===== src/rtl/wb_pkg.sv =====
package wb_pkg;
    typedef enum logic [1:0] {
        RD_IDLE = 2'd0,
        RD_WAIT = 2'd1,
        RD_RESP = 2'd2
    } rd_state_t;
endpackage


===== src/rtl/wb_store.sv =====
// Circular entry storage; DEPTH must be a power of two.
module wb_store #(
    parameter int DEPTH = 4,
    parameter int AW    = 32,
    parameter int DW    = 32
) (
    input  logic                      clk,
    input  logic                      rst_n,
    input  logic                      push_en,
    input  logic [AW-1:0]             in_addr,
    input  logic [DW-1:0]             in_data,
    input  logic                      pop_en,
    output logic [AW-1:0]             head_addr,
    output logic [DW-1:0]             head_data,
    output logic                      is_full,
    output logic                      is_empty,
    output logic [DEPTH-1:0]          age_valid,
    output logic [DEPTH-1:0][AW-1:0]  age_addr,
    output logic [DEPTH-1:0][DW-1:0]  age_data
);
    localparam int PW = $clog2(DEPTH);
    localparam int CW = $clog2(DEPTH + 1);

    logic [AW-1:0] addr_q [DEPTH];
    logic [DW-1:0] data_q [DEPTH];
    logic [PW-1:0] wr_ptr, rd_ptr;
    logic [CW-1:0] count;

    always_ff @(posedge clk) begin
        if (!rst_n) begin
            wr_ptr <= '0;
            rd_ptr <= '0;
            count  <= '0;
        end else begin
            if (push_en) begin
                addr_q[wr_ptr] <= in_addr;
                data_q[wr_ptr] <= in_data;
                wr_ptr         <= wr_ptr + PW'(1);
            end
            if (pop_en) rd_ptr <= rd_ptr + PW'(1);
            case ({push_en, pop_en})
                2'b10:   count <= count + CW'(1);
                2'b01:   count <= count - CW'(1);
                default: count <= count;
            endcase
        end
    end

    assign is_full   = (count == CW'(DEPTH));
    assign is_empty  = (count == '0);
    assign head_addr = addr_q[rd_ptr];
    assign head_data = data_q[rd_ptr];

    // Age-ordered view: position 0 is the oldest live entry.
    for (genvar g = 0; g < DEPTH; g++) begin : g_age
        logic [PW-1:0] slot;
        assign slot         = rd_ptr + PW'(g);
        assign age_valid[g] = (CW'(g) < count);
        assign age_addr[g]  = addr_q[slot];
        assign age_data[g]  = data_q[slot];
    end
endmodule


===== src/rtl/wb_match.sv =====
// Parallel address compare; the youngest matching entry wins.
module wb_match #(
    parameter int DEPTH = 4,
    parameter int AW    = 32,
    parameter int DW    = 32
) (
    input  logic                      [DEPTH-1:0] age_valid,
    input  logic [DEPTH-1:0][AW-1:0]  age_addr,
    input  logic [DEPTH-1:0][DW-1:0]  age_data,
    input  logic [AW-1:0]             look_addr,
    output logic                      look_hit,
    output logic [DW-1:0]             look_data
);
    logic [DEPTH-1:0] eq;

    for (genvar g = 0; g < DEPTH; g++) begin : g_cmp
        assign eq[g] = age_valid[g] && (age_addr[g] == look_addr);
    end

    always_comb begin
        look_hit  = 1'b0;
        look_data = '0;
        for (int k = 0; k < DEPTH; k++) begin
            if (eq[k]) begin
                look_hit  = 1'b1;
                look_data = age_data[k];
            end
        end
    end
endmodule


===== src/rtl/wb_rdctl.sv =====
module wb_rdctl
    import wb_pkg::*;
#(
    parameter int DW = 32
) (
    input  logic          clk,
    input  logic          rst_n,
    input  logic          fwd_mode,
    input  logic          rd_req,
    input  logic          buf_empty,
    input  logic          look_hit,
    input  logic [DW-1:0] look_data,
    output logic          rd_ack,
    output logic          rd_hit,
    output logic [DW-1:0] rd_data,
    output logic          mem_rd_go,
    output logic          hold_push
);
    rd_state_t state, nxt;
    logic          cap_hit;
    logic [DW-1:0] cap_data;

    always_ff @(posedge clk) begin
        if (!rst_n) state <= RD_IDLE;
        else        state <= nxt;
    end

    always_ff @(posedge clk) begin
        if (!rst_n) begin
            cap_hit  <= 1'b0;
            cap_data <= '0;
        end else if (state == RD_IDLE && rd_req) begin
            cap_hit  <= fwd_mode && look_hit;
            cap_data <= look_data;
        end else if (state == RD_WAIT) begin
            cap_hit  <= 1'b0;
        end
    end

    always_comb begin
        nxt = state;
        unique case (state)
            RD_IDLE: if (rd_req) nxt = (fwd_mode || buf_empty) ? RD_RESP : RD_WAIT;
            RD_WAIT: if (buf_empty) nxt = RD_RESP;
            RD_RESP: nxt = RD_IDLE;
            default: nxt = RD_IDLE;
        endcase
    end

    always_comb begin
        rd_ack    = 1'b0;
        rd_hit    = 1'b0;
        rd_data   = '0;
        mem_rd_go = 1'b0;
        hold_push = 1'b0;
        unique case (state)
            RD_IDLE: ;
            RD_WAIT: hold_push = 1'b1;
            RD_RESP: begin
                rd_ack    = 1'b1;
                rd_hit    = cap_hit;
                rd_data   = cap_hit ? cap_data : '0;
                mem_rd_go = !cap_hit;
            end
            default: ;
        endcase
    end
endmodule


===== src/rtl/write_buffer.sv =====
module write_buffer #(
    parameter int DEPTH = 4,
    parameter int AW    = 32,
    parameter int DW    = 32
) (
    input  logic          clk,
    input  logic          rst_n,
    input  logic          fwd_mode,
    input  logic          push_valid,
    output logic          push_ready,
    input  logic [AW-1:0] push_addr,
    input  logic [DW-1:0] push_data,
    output logic          mem_wr_valid,
    input  logic          mem_wr_ready,
    output logic [AW-1:0] mem_wr_addr,
    output logic [DW-1:0] mem_wr_data,
    input  logic          rd_req,
    input  logic [AW-1:0] rd_addr,
    output logic          rd_ack,
    output logic          rd_hit,
    output logic [DW-1:0] rd_data,
    output logic          mem_rd_go,
    output logic          full,
    output logic          empty
);
    logic                     hold_push, look_hit;
    logic [DW-1:0]            look_data;
    logic [DEPTH-1:0]         age_valid;
    logic [DEPTH-1:0][AW-1:0] age_addr;
    logic [DEPTH-1:0][DW-1:0] age_data;

    assign push_ready   = !full && !hold_push;
    assign mem_wr_valid = !empty;

    wb_store #(.DEPTH(DEPTH), .AW(AW), .DW(DW)) u_store (
        .clk       (clk),
        .rst_n     (rst_n),
        .push_en   (push_valid && push_ready),
        .in_addr   (push_addr),
        .in_data   (push_data),
        .pop_en    (mem_wr_valid && mem_wr_ready),
        .head_addr (mem_wr_addr),
        .head_data (mem_wr_data),
        .is_full   (full),
        .is_empty  (empty),
        .age_valid (age_valid),
        .age_addr  (age_addr),
        .age_data  (age_data)
    );

    wb_match #(.DEPTH(DEPTH), .AW(AW), .DW(DW)) u_match (
        .age_valid (age_valid),
        .age_addr  (age_addr),
        .age_data  (age_data),
        .look_addr (rd_addr),
        .look_hit  (look_hit),
        .look_data (look_data)
    );

    wb_rdctl #(.DW(DW)) u_rdctl (
        .clk       (clk),
        .rst_n     (rst_n),
        .fwd_mode  (fwd_mode),
        .rd_req    (rd_req),
        .buf_empty (empty),
        .look_hit  (look_hit),
        .look_data (look_data),
        .rd_ack    (rd_ack),
        .rd_hit    (rd_hit),
        .rd_data   (rd_data),
        .mem_rd_go (mem_rd_go),
        .hold_push (hold_push)
    );
endmodule


===== config.mk =====
export PLATFORM = sky130hd
export DESIGN_NAME = write_buffer
export DESIGN_NICKNAME = d
export VERILOG_FILES = /design/src/rtl/wb_pkg.sv /design/src/rtl/wb_store.sv /design/src/rtl/wb_match.sv /design/src/rtl/wb_rdctl.sv /design/src/rtl/write_buffer.sv
export SDC_FILE = /design/constraint.sdc
export NUM_CORES = 1
export LEC_CHECK = 0
export BUFFER_PORTS_ARGS = -buffer_cell sky130_fd_sc_hd__buf_2
export CORE_MARGIN = 2
export CORE_UTILIZATION = 54
export DETAILED_ROUTE_END_ITERATION = 7
export PLACE_DENSITY = 0.77
export SYNTH_ARGS = -nofsm -noshare
export SYNTH_HDL_FRONTEND = slang
export SYNTH_SLANG_ARGS = --single-unit
export TNS_END_PERCENT = 1

===== constraint.sdc =====
create_clock -name clk -period 3.39 [get_ports clk]
set_clock_uncertainty 0.05 [all_clocks]
set_input_delay 0.339 -clock clk [delete_from_list [all_inputs] [get_ports clk]]
set_output_delay 0.339 -clock clk [all_outputs]
set_load 0.01 [all_outputs]

* Word level (Yosys, flattened, before mapping) *
Memory sizes are Yosys's and may differ from the RTL's. A register that Yosys moved wholly into a read port is not among the register bits.
Cells that the tools add are included.

storage, ports and cells
  bits in registers = 42
  bits in writable memories = 256
  input port bits = 102
  memories kept = 2

memories
  name            depth  bits a word  read ports  clocked after Yosys merged registers in  write ports  line            text
  u_store.addr_q  4      32           4           1                                        1            wb_store.sv:24  logic [AW-1:0] addr_q [DEPTH];
  u_store.data_q  4      32           4           1                                        1            wb_store.sv:25  logic [DW-1:0] data_q [DEPTH];

operators by class
  $add $sub $neg = 6
  magnitude comparators = 4
  equal/unequal tests = 11
  muxes and demuxes = 28
  reduce and logical (&&, ||, !) cells = 19

operators by type and width
  kind                                                        number
  two-way mux 32 bit                                          6
  == test 32 bit                                              4
  two-way mux 2 bit                                           7
  two-way mux 1 bit                                           13
  logical AND 1 bit                                           9
  less-than comparator 1 x 3 -> 1 bit (first input constant)  2
  less-than comparator 2 x 3 -> 1 bit (first input constant)  2
  case mux 3 bit (2 select lines)                             1
  adder 2 x 1 -> 2 bit (second input constant)                2
  adder 2 bit (second input constant)                         2
  == test 2 x 1 -> 1 bit (second input constant)              2
  == test 2 bit (second input constant)                       2
  zero test 1 bit                                             4
  != test 2 bit (second input constant)                       2
  case mux 2 bit (2 select lines)                             1
  nonzero test 2 bit                                          2
  adder 3 x 1 -> 3 bit (second input constant)                1
  == test 3 bit (second input constant)                       1
  zero test 3 bit                                             1
  subtractor 3 x 1 -> 3 bit (second input constant)           1
  zero test 2 bit                                             1
  AND reduction 2 bit                                         1
  logical OR 1 bit                                            1

* Longest topological paths before layout *
An unclocked memory read counts as a cell.

  depth after elaboration = 9
  gate-level depth with buffers = 15
  depth with buffers taken out = 10

* Hierarchy *
A second synthesis with hierarchy kept.

second synthesis, totals
  cells, all modules = 1345
  area, all modules = 19560.0 um^2

by module, submodules not included
  module        times used  cells each  area each (um^2)  seq. area each (um^2)
  wb_store      1           689         14879.3           7867.5
  wb_match      1           453         3098.0            0.0
  wb_rdctl      1           199         1556.5            700.7
  write_buffer  1           4           26.3              0.0

* Worst setup path before layout *
Ideal clock, no wire load.

  path kind = register to register
  from = register u_store.count[0]
  to = memory u_store.addr_q[1][0], enable pin
  data arrival time = 3.081 ns
  required time = 2.911 ns
  path slack = -0.170 ns
  cell stages (with the launch flop) = 8
  buffers on the path = 1
  clock period less this slack = 3.560 ns
  cell sequence = dfxtp_1 inv_1 ha_1 and2_1 a21oi_1 and2_1 clkbuf_1 and3_1

between the ends
  word-level cells in the longest chain between the ends = 7

ends and longest elaborated chain
  what                                     line                text
  from (decl)                              wb_store.sv:27      logic [CW-1:0] count;
  from (signal assigned)                   wb_store.sv:42      2'b10: count <= count + CW'(1);
  from (signal assigned)                   wb_store.sv:43      2'b01: count <= count - CW'(1);
  from (signal assigned)                   wb_store.sv:44      default: count <= count;
  == test 3 bit                            wb_store.sv:49      assign is_full = (count == CW'(DEPTH));
  via full                                 write_buffer.sv:23  output logic full,
  zero test 1 bit                          write_buffer.sv:32  assign push_ready = !full && !hold_push;
  logical AND 1 bit                        write_buffer.sv:32
  via push_ready                           write_buffer.sv:10  output logic push_ready,
  logical AND 1 bit                        write_buffer.sv:38  .push_en (push_valid && push_ready),
  two-way mux 1 bit                        wb_store.sv:35      if (push_en) begin
  two-way mux 1 bit                        wb_store.sv:30      if (!rst_n) begin
  two-way mux 1 bit (not written as such)  wb_store.sv:36      addr_q[wr_ptr] <= in_addr;
  to (decl)                                wb_store.sv:24

The timed path passes the listed nets, and every way through them passes these cells.

* Worst setup path in the final report *
  from = register u_store.rd_ptr[0]
  to = register u_rdctl.cap_data[5]

between the ends
  word-level cells in the longest chain between the ends = 7

ends and longest elaborated chain
  what                              line            text
  from (decl)                       wb_store.sv:26  logic [PW-1:0] wr_ptr, rd_ptr;
  from (signal assigned)            wb_store.sv:40  if (pop_en) rd_ptr <= rd_ptr + PW'(1);
  adder 2 x 1 -> 2 bit              wb_store.sv:57  assign slot = rd_ptr + PW'(g);
  memory read (4 x 32 bit)          --
  == test 32 bit                    wb_match.sv:17  assign eq[g] = age_valid[g] && (age_addr[g] == look_addr);
  logical AND 1 bit                 wb_match.sv:17
  two-way mux 32 bit (2 in series)  wb_match.sv:24  if (eq[k]) begin
  two-way mux 32 bit *              wb_match.sv:24
  to (signal assigned)              wb_rdctl.sv:34  cap_data <= look_data;
  to (decl)                         wb_rdctl.sv:21  logic [DW-1:0] cap_data;

Mark *: on every way between the ends. The rest lies on a longest branch, timed or not.
A chain may end at the register's enable or synchronous reset.

==> reports/metrics.yaml <==
core-area_um2: 34500
drive_gt1_share_pct: 33.4
r2r_end: "u_rdctl.cap_data[5]"
hold_viol: 0
crit_type: "flip-flop to flip-flop"
cts_root_buf: "clkbuf_16"
post-synth-top-count-cell: "edfxtp_1"
p_leak_nw: 8.02
nFillCells: 2537
maxCapViolations: 0
port_buffers: 204
htreeDepth: 2
clock_path_buffers: 3
grt_max_degree: 66
synth.area.top_cells: "edfxtp_1, mux4_2, mux2i_1"
hold_start: "rd_req"
dp_hpwl_um: 37900
worst_skew_pair.late_latency_ns: 0.54
async_flop_share_pct: 0
r2r_start: "u_store.rd_ptr[0]"
synth_top_area_cell: "edfxtp_1"
die_area_um2: 36700
ant_nets: 0
min_period_ns: 3.35
hp-class: "input port to flip-flop"
avgRoutedWirePerCell_um: 25.3
multiInputGateArea_um2: 9770
fin_area_um2: 22900
critical_path_required_ns: 3.79
yosysTopAreaCellShare_pct: 40.5
yosysWarnings: 0
drt_iter0_markers: 1741
slew_headroom_pct: 40.2
via_per_inst: 6.69
status: "finished clean"
cp-end-kind: "flip-flop"
startpoint_type: "flip-flop"
holdPathStages: 3
die_w_um: 191
drc: 0
reg2reg_depth: 12
worstMarginPinSlew_ns: 0.897
area_delta_synth_final_pct: 20.7
syn_area_per_cell_um2: 13.0
initial_utilization_pct: 54.9
grt_antenna_before_repair: 4
synthCells: 1462
arrival_ns: 3.75
slew_viol_final: 0
cts_tree: "yes"
ys_seq_elements: 300
cts_buffers: 35
grt_pass1_wl_um: 84000
nNetsFinal: 1837
syn_nets: 1573
period_share_pct: 98.8
dpl_cell_area_um2: 20800
min_to: "u_rdctl.state[0]"
max_freq_mhz: 299
routed_wl_um: 55900
synthTopCellsByCount: "edfxtp_1, mux4_2, mux2i_1"
grt_pass1_vias: 14299
fin_util_pct: 66.3
path_clk_slew_ns: 0.06
yosysSeqAreaShare_pct: 45.2
powerDensity_nw_per_um2: 638
finalSetupViolations: 0
grt.overflow.total: 0
vdd_drop_max_v: 0.000423
place.gp.congestion: 0.953
cts.sink_count: 300
regArea_um2: 8580
std_cell_rows: 68
die_y_um: 191
synth_area_um2: 19000
reg2reg_slack_ns: 0.04
ios: 205
cp_max_fo: 16
ys_types: 66
synthFlopType: "edfxtp_1"
vias: 14783
grt_usage_pct: 30.2
dr.pass1.iters: 7
synth_edf_count: 256
## state kept, by name (all words and copies together), names as in the netlist, named ones only
| register | cells |
|---|---|
| u_rdctl.cap_data | 32 |
| u_rdctl.cap_hit | 1 |
| u_rdctl.state | 2 |
| u_store.addr_q | 128 |
| u_store.count | 3 |
| u_store.data_q | 128 |
| u_store.rd_ptr | 2 |
| u_store.wr_ptr | 2 |
## metal layers
layer  up-vias  routed length [µm]  global-route usage [%]
met2       951               26800                    48.0
met4         2                1790                    10.5
met3       153                5680                    4.88
li1       6290                   -                       -
met5         -                  13                       0
met1      7387               21700                    42.5
## layout make-up
type                            instances  area share [%]
Inverter                               24           0.393
Sequential cell                       300            37.5
Multi-Input combinational cell       1005            42.7
Antenna cell                            3          0.0328
Clock buffer                           42            4.03
Clock inverter                         21            1.09
Timing Repair Buffer                  360            11.8
Tap cell                              455            2.49
## stage by stage
stage	total power, mW	worst slack, ns	hold WS (ns)	TNS, ns	cells
after global routing	15.2	-0.0472	0.0967	-0.0472	2210
final	14.6	0.0421	0.0791	0	2210
after floorplan	8.80	-0.170	0.388	-32.60	1462
after detailed placement	10.5	-0.0804	0.474	-1.16	2070
after CTS	14.4	0.0137	0.0777	0	2200
after global placement	10.4	-0.0468	0.450	-0.417	2070
## cell families after synthesis
kind of cell	count (synthesis)	share of synthesized area (%)
mux	311	27.4
buf+inv	157	3.89
simple gates	236	6.15
flops	300	45.2
compound gates	337	11.6
xor+xnor	112	5.17
fa+ha+maj	9	0.593
## how the worst max path moves through the flow
| stage | from | end | slack, ns |
|---|---|---|---|
| finish | u_store.rd_ptr[0] | u_rdctl.cap_data[5] | 0.04 |
| global route | u_store.rd_ptr[0] | u_rdctl.cap_data[5] | -0.05 |
| CTS | flip-flop | u_rdctl.cap_data[25] | 0.01 |
| detailed placement | flip-flop | u_rdctl.cap_data[2] | -0.08 |
| global placement | flip-flop | u_rdctl.cap_data[14] | -0.05 |
| floorplan | u_store.count[0] | u_store.addr_q[2][0] | -0.17 |
## placed cells by master (no fill, tap or decap), drive strengths merged, types with 44 or more instances in the layout
cell type	count
a21oi	95
buf	294
dfxtp	44
dlygate4sd3	64
edfxtp	256
mux2	49
mux2i	103
mux4	159
nand2	50
nor2	76
o21a	47
o21ai	76
xnor2	102
## where the power goes
group	switching, mW	internal (mW)	total, mW
Clock	1.55	2.27	3.82
Combinational	3.19	3.08	6.27
Sequential	0.225	4.29	4.52
## critical path: stages, from the launching register on
cell and delay, ns:
dfxtp_4 0.38, buf_12 0.15, buf_16 0.16, buf_12 0.15
mux4_2 0.53, xnor2_2 0.26, nand4_1 0.17, nor2_1 0.12
nand3_1 0.10, or4_4 0.62, clkbuf_16 0.23, o211a_1 0.13
a21boi_1 0.20
## what timing repair did
item,4_1_cts,5_1_grt
pin swaps,2,9
endpoints found under the setup margin,32,33
gates cloned,2,1
resized for setup,6,30
endpoints found under the hold margin,256,0
hold buffers,64,0
setup buffers,1,6
(Power assumes the default switching activity.)
